==> config.mk <==
export PLATFORM = sky130hd
export DESIGN_NAME = gpio_portfile
export DESIGN_NICKNAME = d
export VERILOG_FILES = /design/src/rtl/gpio_pf_pkg.sv /design/src/rtl/gpio_sync.sv /design/src/rtl/gpio_evt_bank.sv /design/src/rtl/gpio_portfile.sv
export SDC_FILE = /design/constraint.sdc
export NUM_CORES = 1
export LEC_CHECK = 0
export ABC_AREA = 1
export ABC_CLOCK_PERIOD_IN_PS = 6400
export BUFFER_PORTS_ARGS = -buffer_cell sky130_fd_sc_hd__buf_2
export CAP_MARGIN = 10
export CORE_MARGIN = 2
export CORE_UTILIZATION = 50
export DETAILED_ROUTE_END_ITERATION = 7
export PLACE_DENSITY = 0.77
export SYNTH_ARGS = -nofsm -noshare
export SYNTH_HDL_FRONTEND = slang
export SYNTH_HIERARCHICAL = 1
export SYNTH_SLANG_ARGS = --single-unit
==> constraint.sdc <==
create_clock -name clk -period 6.4 [get_ports clk]
set_input_delay 1.92 -clock clk [delete_from_list [all_inputs] [get_ports clk]]
set_output_delay 1.92 -clock clk [all_outputs]
set_load 0.01 [all_outputs]
==> src/rtl/gpio_pf_pkg.sv <==
package gpio_pf_pkg;
    localparam int NPORT     = 4;
    localparam int PORT_W    = 8;
    localparam int NEVT      = 2;
    localparam int WIN_BYTES = 16;
    localparam int NPIN      = NPORT * PORT_W;
    localparam int OFF_W     = $clog2(WIN_BYTES);
    localparam int EVT_BITS  = NEVT * PORT_W;

    // Event-capable ports take four bytes each; the plain ports after them take two.
    function automatic logic [OFF_W-1:0] port_base(input int p);
        if (p < NEVT)
            return OFF_W'(4 * p);
        else
            return OFF_W'(4 * NEVT + 2 * (p - NEVT));
    endfunction
endpackage

==> src/rtl/gpio_sync.sv <==
module gpio_sync #(
    parameter int W      = 32,
    parameter int STAGES = 2
) (
    input  logic         clk,
    input  logic         rst_n,
    input  logic [W-1:0] d,
    output logic [W-1:0] q
);
    logic [STAGES-1:0][W-1:0] stg_d, stg_q;

    always_comb begin
        stg_d[0] = d;
        for (int s = 1; s < STAGES; s++)
            stg_d[s] = stg_q[s-1];
    end

    always_ff @(posedge clk or negedge rst_n) begin
        if (!rst_n) stg_q <= '0;
        else        stg_q <= stg_d;
    end

    assign q = stg_q[STAGES-1];
endmodule

==> src/rtl/gpio_evt_bank.sv <==
module gpio_evt_bank #(
    parameter int W = 8
) (
    input  logic         clk,
    input  logic         rst_n,
    input  logic         wr_en_reg,
    input  logic         wr_st_reg,
    input  logic [W-1:0] wdata,
    input  logic [W-1:0] lvl_q,
    input  logic [W-1:0] lvl_d,
    output logic [W-1:0] en_q,
    output logic [W-1:0] st_q
);
    typedef struct packed {
        logic [W-1:0] en;
        logic [W-1:0] st;
    } evt_t;

    evt_t cur_q, nxt_d;
    logic [W-1:0] rise_d, clr_d;

    always_comb begin
        nxt_d  = cur_q;
        rise_d = lvl_d & ~lvl_q;
        clr_d  = wr_st_reg ? wdata : '0;
        if (wr_en_reg) nxt_d.en = wdata;
        // a new edge outranks a clear in the same cycle
        nxt_d.st = (cur_q.st & ~clr_d) | (cur_q.en & rise_d);
    end

    always_ff @(posedge clk or negedge rst_n) begin
        if (!rst_n) cur_q <= '0;
        else        cur_q <= nxt_d;
    end

    assign en_q = cur_q.en;
    assign st_q = cur_q.st;
endmodule

==> src/rtl/gpio_portfile.sv <==
module gpio_portfile
    import gpio_pf_pkg::*;
#(
    parameter int ADDR_W      = 16,
    parameter int SYNC_STAGES = 2
) (
    input  logic              clk,
    input  logic              rst_n,
    input  logic [ADDR_W-1:0] bus_addr,
    input  logic              bus_wr,
    input  logic [7:0]        bus_wdata,
    output logic [7:0]        bus_rdata,
    input  logic [ADDR_W-1:0] base_addr,
    input  logic [31:0]       pin_in,
    input  logic [31:0]       cfg_oe,
    output logic [31:0]       pin_out,
    output logic [31:0]       pin_oe,
    output logic              event_irq
);
    typedef struct packed {
        logic [NPIN-1:0] out;
        logic [NPIN-1:0] inreg;
    } port_state_t;

    port_state_t state_d, state_q;

    logic [ADDR_W-1:0] rel;
    logic              in_win;
    logic [OFF_W-1:0]  off;
    logic [NPORT-1:0]  hit_out, hit_in;
    logic [NEVT-1:0]   hit_en, hit_st;
    logic [NPIN-1:0]   eff_lvl, sync_lvl;
    logic [EVT_BITS-1:0] en_all, st_all;

    assign rel    = bus_addr - base_addr;
    assign in_win = rel < ADDR_W'(WIN_BYTES);
    assign off    = rel[OFF_W-1:0];

    for (genvar p = 0; p < NPORT; p++) begin : g_port_dec
        assign hit_out[p] = in_win && (off == port_base(p));
        assign hit_in[p]  = in_win && (off == port_base(p) + OFF_W'(1));
    end

    for (genvar e = 0; e < NEVT; e++) begin : g_evt
        assign hit_en[e] = in_win && (off == port_base(e) + OFF_W'(2));
        assign hit_st[e] = in_win && (off == port_base(e) + OFF_W'(3));

        gpio_evt_bank #(.W(PORT_W)) u_bank (
            .clk       (clk),
            .rst_n     (rst_n),
            .wr_en_reg (bus_wr && hit_en[e]),
            .wr_st_reg (bus_wr && hit_st[e]),
            .wdata     (bus_wdata),
            .lvl_q     (state_q.inreg[e*PORT_W +: PORT_W]),
            .lvl_d     (sync_lvl[e*PORT_W +: PORT_W]),
            .en_q      (en_all[e*PORT_W +: PORT_W]),
            .st_q      (st_all[e*PORT_W +: PORT_W])
        );
    end

    // a driven pin reads back its own drive value
    assign eff_lvl = (cfg_oe & state_q.out) | (~cfg_oe & pin_in);

    gpio_sync #(.W(NPIN), .STAGES(SYNC_STAGES)) u_sync (
        .clk   (clk),
        .rst_n (rst_n),
        .d     (eff_lvl),
        .q     (sync_lvl)
    );

    always_comb begin
        state_d       = state_q;
        state_d.inreg = sync_lvl;
        for (int p = 0; p < NPORT; p++)
            if (bus_wr && hit_out[p])
                state_d.out[p*PORT_W +: PORT_W] = bus_wdata;
    end

    always_ff @(posedge clk or negedge rst_n) begin
        if (!rst_n) state_q <= '0;
        else        state_q <= state_d;
    end

    always_comb begin
        bus_rdata = '0;
        for (int p = 0; p < NPORT; p++) begin
            if (hit_out[p]) bus_rdata = state_q.out[p*PORT_W +: PORT_W];
            if (hit_in[p])  bus_rdata = state_q.inreg[p*PORT_W +: PORT_W];
        end
        for (int e = 0; e < NEVT; e++) begin
            if (hit_en[e]) bus_rdata = en_all[e*PORT_W +: PORT_W];
            if (hit_st[e]) bus_rdata = st_all[e*PORT_W +: PORT_W];
        end
    end

    assign pin_out   = state_q.out;
    assign pin_oe    = cfg_oe;
    assign event_irq = |(en_all & st_all);
endmodule

Word level (Yosys, flattened, before mapping)
Cells that the tools add are included.
- reductions and logical operators: 22
- bitwise operators: 17
- $lt $le $gt $ge: 1
- add/subtract/negate cells: 1
- eq/ne operators: 11
- mux-type cells: 14
- operator list (operator ; number):
    2-to-1 mux 8 bit ; 14
    AND 32 bit ; 2
    AND 8 bit ; 6
    NOT 32 bit ; 1
    NOT 8 bit ; 4
    bitwise OR 32 bit ; 1
    logical AND 1 bit ; 20
    AND 16 bit ; 1
    == test 4 x 3 -> 1 bit (second input constant) ; 4
    == test 4 bit (second input constant) ; 4
    < comparator 16 x 5 -> 1 bit (second input constant) ; 1
    bitwise OR 8 bit ; 2
    OR reduction 16 bit ; 1
    subtractor 16 bit ; 1
    == test 4 x 2 -> 1 bit (second input constant) ; 2
    == test 4 x 1 -> 1 bit (second input constant) ; 1
    zero test 4 bit ; 1
- register bits after elaboration: 160
- logic and storage cells: 77
- output and inout port bits: 73

Logic depth before layout (Yosys ltp)
- depth after elaboration: 15
- depth in mapped cells: 29
- mapped depth without buffers: 28

Modules after synthesis
Netlist, hierarchy kept.
- by module, submodules not included (module ; instances ; cells each ; area each (µm²)):
    gpio_portfile ; 1 ; 791 ; 5300.1
    gpio_sync ; 1 ; 64 ; 1601.5
    gpio_evt_bank ; 2 ; 82 ; 676.9

Worst setup path before layout
OpenSTA, ideal clock, no wires.
- path type: input port to output port
- start: in bus_addr[0]
- end: out bus_rdata[4]
- path buffers: 1
- path slack: 136 ps
- stages on the path: 25
- arrival time: 4344 ps
- data required time: 4480 ps
- cells stage by stage: inv_1 -> ha_1 -> inv_1 -> fa_1 -> nand2_1 -> nand2_2 -> nand3_1 -> nand3_1 -> nand2_1 -> nand3_1 -> nor2_1 -> nand3_2 -> nor2_8 -> nand2_4 -> nor3_4 -> buf_6 -> nor2_1 -> nand2_1 -> nand2_1 -> nand2_1 -> nand3_1 -> nand2_1 -> nand2_1 -> nand2_1 -> nand2_1
- word-level cells in the longest chain between the ends: 15
- ends and longest elaborated chain (item ; line ; source):
    from (decl) ; gpio_portfile.sv:9 ; input logic [ADDR_W-1:0] bus_addr,
    subtractor 16 bit (*) ; gpio_portfile.sv:35 ; assign rel = bus_addr - base_addr;
    < comparator 16 x 5 -> 1 bit or zero test 4 bit (tied branches) ; gpio_portfile.sv:36, gpio_portfile.sv:40 ;
    logical AND 1 bit ; gpio_portfile.sv:40 ; assign hit_out[p] = in_win && (off == port_base(p));
    2-to-1 mux 8 bit ; gpio_portfile.sv:87 ; if (hit_out[p]) bus_rdata = state_q.out[p*PORT_W +: PORT_W];
    2-to-1 mux 8 bit ; gpio_portfile.sv:88 ; if (hit_in[p]) bus_rdata = state_q.inreg[p*PORT_W +: PORT_W];
    2-to-1 mux 8 bit ; gpio_portfile.sv:87 ;
    2-to-1 mux 8 bit ; gpio_portfile.sv:88 ;
    2-to-1 mux 8 bit ; gpio_portfile.sv:87 ;
    2-to-1 mux 8 bit ; gpio_portfile.sv:88 ;
    2-to-1 mux 8 bit ; gpio_portfile.sv:87 ;
    2-to-1 mux 8 bit ; gpio_portfile.sv:88 ;
    2-to-1 mux 8 bit ; gpio_portfile.sv:91 ; if (hit_en[e]) bus_rdata = en_all[e*PORT_W +: PORT_W];
    2-to-1 mux 8 bit ; gpio_portfile.sv:92 ; if (hit_st[e]) bus_rdata = st_all[e*PORT_W +: PORT_W];
    2-to-1 mux 8 bit ; gpio_portfile.sv:91 ;
    2-to-1 mux 8 bit (*) ; gpio_portfile.sv:92 ;
    to (decl) ; gpio_portfile.sv:12 ; output logic [7:0] bus_rdata,
Every way passes the cells marked *; elsewhere a longest branch is shown, timed or not.

Final worst setup path
- start: in bus_addr[0]
- end: out bus_rdata[5]
The elaborated chain is that of the path after synthesis.

==> PnR_summary.wiki <==
{| class="wikitable"
! Metric !! Value
|-
| Switching power || 620 uW
|-
| H-tree depth || 4
|-
| Total power after layout || 2410 uW
|-
| Count of TritonRoute iterations in the first routing pass || 7
|-
| Failing checks || negative setup slack
|-
| Register-to-register setup slack || 5.54 ns
|-
| Multiplexer fraction of the synthesized cell area || 3.27%
|-
| Initial cell density of the core || 51.6%
|-
| Core region area || 16000 um2
|-
| Sw Ratio || 25.7%
|-
| Count of cell types in the netlist || 38
|-
| R2r startpoint || pin_out[5]
|-
| Share of total power in the clock network || 44.0%
|-
| Cell type with the highest aggregate area in the netlist || dfrtp_1
|-
| Capture endpoint of the worst hold path || state_q[30]
|-
| Hpwl dp || 15.8 mm
|-
| Clock latency on the worst-skew pair || 0.43 ns
|-
| Maximum buffer depth of the clock tree || 2
|-
| Drt first-iter violations || 554
|-
| Max-cap violation count || 0
|-
| Sequential share of power || 43.9%
|-
| Share of the synthesized area in compound gates (AO/OA/AOI/OAI) || 6.00%
|-
| Area growth, synth to finish || 23.9%
|-
| Mapped cell area || 8260 um2
|-
| Utilization of the core after routing || 64.0%
|-
| Total setup violations reported at the end of the flow || 8
|-
| Arithmetic-cell share of the synthesized area counting full adders, half adders and majority gates || 2.52%
|-
| Area of the die || 17600 um2
|-
| Fraction of registers with async set or reset after synthesis || 100%
|-
| Internal || 1790 uW
|-
| Global placer's final weighted congestion || 0.968
|-
| Hold-fix buffers at CTS || 0
|-
| Number of port buffers || 179
|-
| Horizontal die dimension || 132 um
|-
| Worst hold path class || register to register
|-
| Leak pwr || 0.00563 uW
|-
| Total global routing overflow || 0
|-
| Wire length of the first global-routing pass || 34.2 mm
|-
| Number of placement rows || 46
|-
| Data required time at the worst endpoint || 4.48 ns
|-
| Number of nets in the layout || 1320
|-
| Run status || finished, violations left
|-
| Kind of launch point of the worst setup path || input port
|-
| I/O Pins || 180
|-
| Logic gate share of total power || 12.1%
|-
| Setup skew after layout || 0.0107 ns
|-
| Slowest cell delay on critical path || 0.34 ns
|-
| Layout cell share with drive strength beyond 1 || 30.6%
|-
| PD cells || 236 nW/um2
|-
| Category of the worst setup path capture point || output port
|-
| Clock root buffer || clkbuf_16
|-
| Avg WL per Cell || 15.0 um
|-
| Synthesized area per cell || 8.10 um2
|-
| Worst slew slack as a fraction of its limit || 29.5%
|-
| Overall routing resource usage || 25.0%
|-
| Maximum number of pins on one net before global-route repair || 59
|-
| Proportion of netlist area held by the largest area contributor || 48.5%
|-
| FF-to-FF End || u_sync/stg_d[37]
|-
| Time the worst path needs with I/O delays and setup || 6.64 ns
|-
| EDFF count, synth || 0
|-
| Part of the Yosys area used for sequential elements || 48.5%
|-
| Clock Sinks || 160
|-
| Main combinational cell family by area after synthesis || simple AND/OR/NAND/NOR gates
|-
| Hold Slack || 0.347 ns
|-
| Hold Crit Depth || 0
|-
| Flop and latch count out of synthesis || 160
|-
| Via density per instance || 5.01
|-
| RSZ-0062 raised after global routing || true
|-
| Post-CTS clock slew at the launch and capture registers of the worst setup and hold paths || 0.06 ns
|-
| Routed wire length || 21.4 mm
|-
| Slowest stage cell, crit path || fa_2
|-
| Final Max Slew Viols || 0
|-
| Total CTS buffers || 17
|-
| Highest attainable clock frequency || 151 MHz
|-
| Post-route worst setup slack || -0.244 ns
|-
| Top cell by count, worst path || nand2_1
|-
| Total of warnings raised by yosys || 6
|-
| Worst-Margin Slew || 1.05 ns
|-
| Die height || 132 um
|-
| Initial antenna violation count || 1
|-
| Cells taking the most area after synthesis || dfrtp_1 (48%), nand2_1 (14%), buf_4 (5.9%)
|-
| Tcrit/Tclk final || 104%
|-
| Xor/xnor cell area share of the yosys netlist || 0.212%
|-
| Number of nets produced by synthesis || 1142
|-
| Commonest register cell after synthesis || dfrtp_1
|-
| Area fraction in and, or, nand and nor cells after synthesis || 26.2%
|-
| Peak ir drop on the vdd network || 0.000219 V
|-
| Via count of the first global-routing pass || 6914
|-
| CP Buf/Inv Count || 6
|-
| Number of nets with antenna violations after detailed routing || 0
|-
| DRC Markers || 0
|-
| CTS tree || yes
|-
| Synth Instances || 1019
|-
| Kind of cell adding the most delay to the critical path || simple AND/OR/NAND/NOR gates
|-
| Data arrival, critical path || 4.72 ns
|-
| Fin. Hold Viols || 0
|-
| Type of the worst setup path || input port to output port
|-
| Number of cells traversed by the worst register-to-register path || 1
|-
| Largest fanout of any net on the critical path || 7
|-
| Via count || 7146
|-
| Origin of the worst min-delay path || u_sync/q[30]
|}
## registers in the layout (all words and copies together) (netlist names)
register / cells
state_q: 32
u_sync/stg_d: 32
g_evt.u_bank/en_q: 16
u_sync/q: 32
g_evt.u_bank/st_q: 16
pin_out: 32
## kinds of logic (layout without fill, tap and decap cells)
family,count (synthesis),in the layout
adders and majority gates,16,16
AOI/OAI and AO/OA,92,92
DFF,160,160
and+or+nand+nor,508,508
muxes,24,24
buffers and inverters,217,408
xor gates and xnor gates,2,2
other,0,1
## worst max-delay path by stage
stage | start | end | cells after the start
2_1_floorplan | bus_addr[0] | bus_rdata[4] | 25
3_3_place_gp | bus_addr[0] | bus_rdata[0] | 28
3_5_place_dp | bus_addr[0] | bus_rdata[5] | 25
4_1_cts | bus_addr[0] | bus_rdata[5] | 29
5_1_grt | bus_addr[0] | bus_rdata[5] | 28
6_report | bus_addr[0] | bus_rdata[5] | 28
## cells in the final DEF, fill, tap and decap left out, types with 9 or more instances in the layout
cell type    n
nand4_1     19
clkbuf_16   17
o21ai_0     50
nand2_2     22
buf_2      175
nand2_1    294
buf_4       53
inv_1      126
a21oi_1     27
nor2_2       9
buf_6       10
dfrtp_1    160
nand3_1     60
nor2_1      72
mux2_2      24
## per-stage QoR
stage	area [um2]	TNS, ns	setup WS [ns]	cells
floorplan	8260	0	0.136	1019
global placement	9290	-1.70	-0.231	1386
detailed placement	9290	-1.99	-0.268	1386
CTS	10100	-1.45	-0.214	1423
global route	10200	-3.77	-0.506	1426
finish	10200	-1.72	-0.244	1427
## power by group through the flow
stage | sequential (uW) | combinational, uW | clock (uW)
finish | 1060 | 291 | 1060
floorplan | 1070 | 148 | 0
global route | 1060 | 324 | 1130
global placement | 1080 | 263 | 0
detailed placement | 1080 | 267 | 0
CTS | 1060 | 278 | 1080
## timing repair
item,CTS,global route
gates resized for setup,35,33
pin swaps,6,20
gates cloned,1,0
setup endpoints to repair,8,8
setup buffers,4,5
## layer usage
metal / global-route usage, % / vias to the layer above / share of wire (%)
li1: - / 3499 / -
met1: 31.7 / 3347 / 42
met2: 41.6 / 259 / 48
met3: 5.67 / 41 / 6.6
met4: 10.2 / 0 / 2.9
met5: 0 / - / 0
## Yosys cell counts, drive strengths merged, types with 5 or more instances
library cell	instances
a21oi	31
clkbuf	6
nor3	5
o211ai	6
nand2	320
ha	15
nand3	66
nand4	19
dfrtp	160
or2	6
buf	76
mux2	24
o21ai	50
inv	134
nor2	84
## area by class of cell
type / count / area [um2]
Clock buffer: 17 / 425
Fill cell: 1363 / 5770
Timing Repair Buffer: 241 / 1450
Inverter: 135 / 520
Antenna cell: 1 / 2.50
Clock inverter: 15 / 200
Sequential cell: 160 / 4000
Multi-Input combinational cell: 642 / 3360
Tap cell: 216 / 270
No activity file was read; power rests on OpenSTA's default activity.
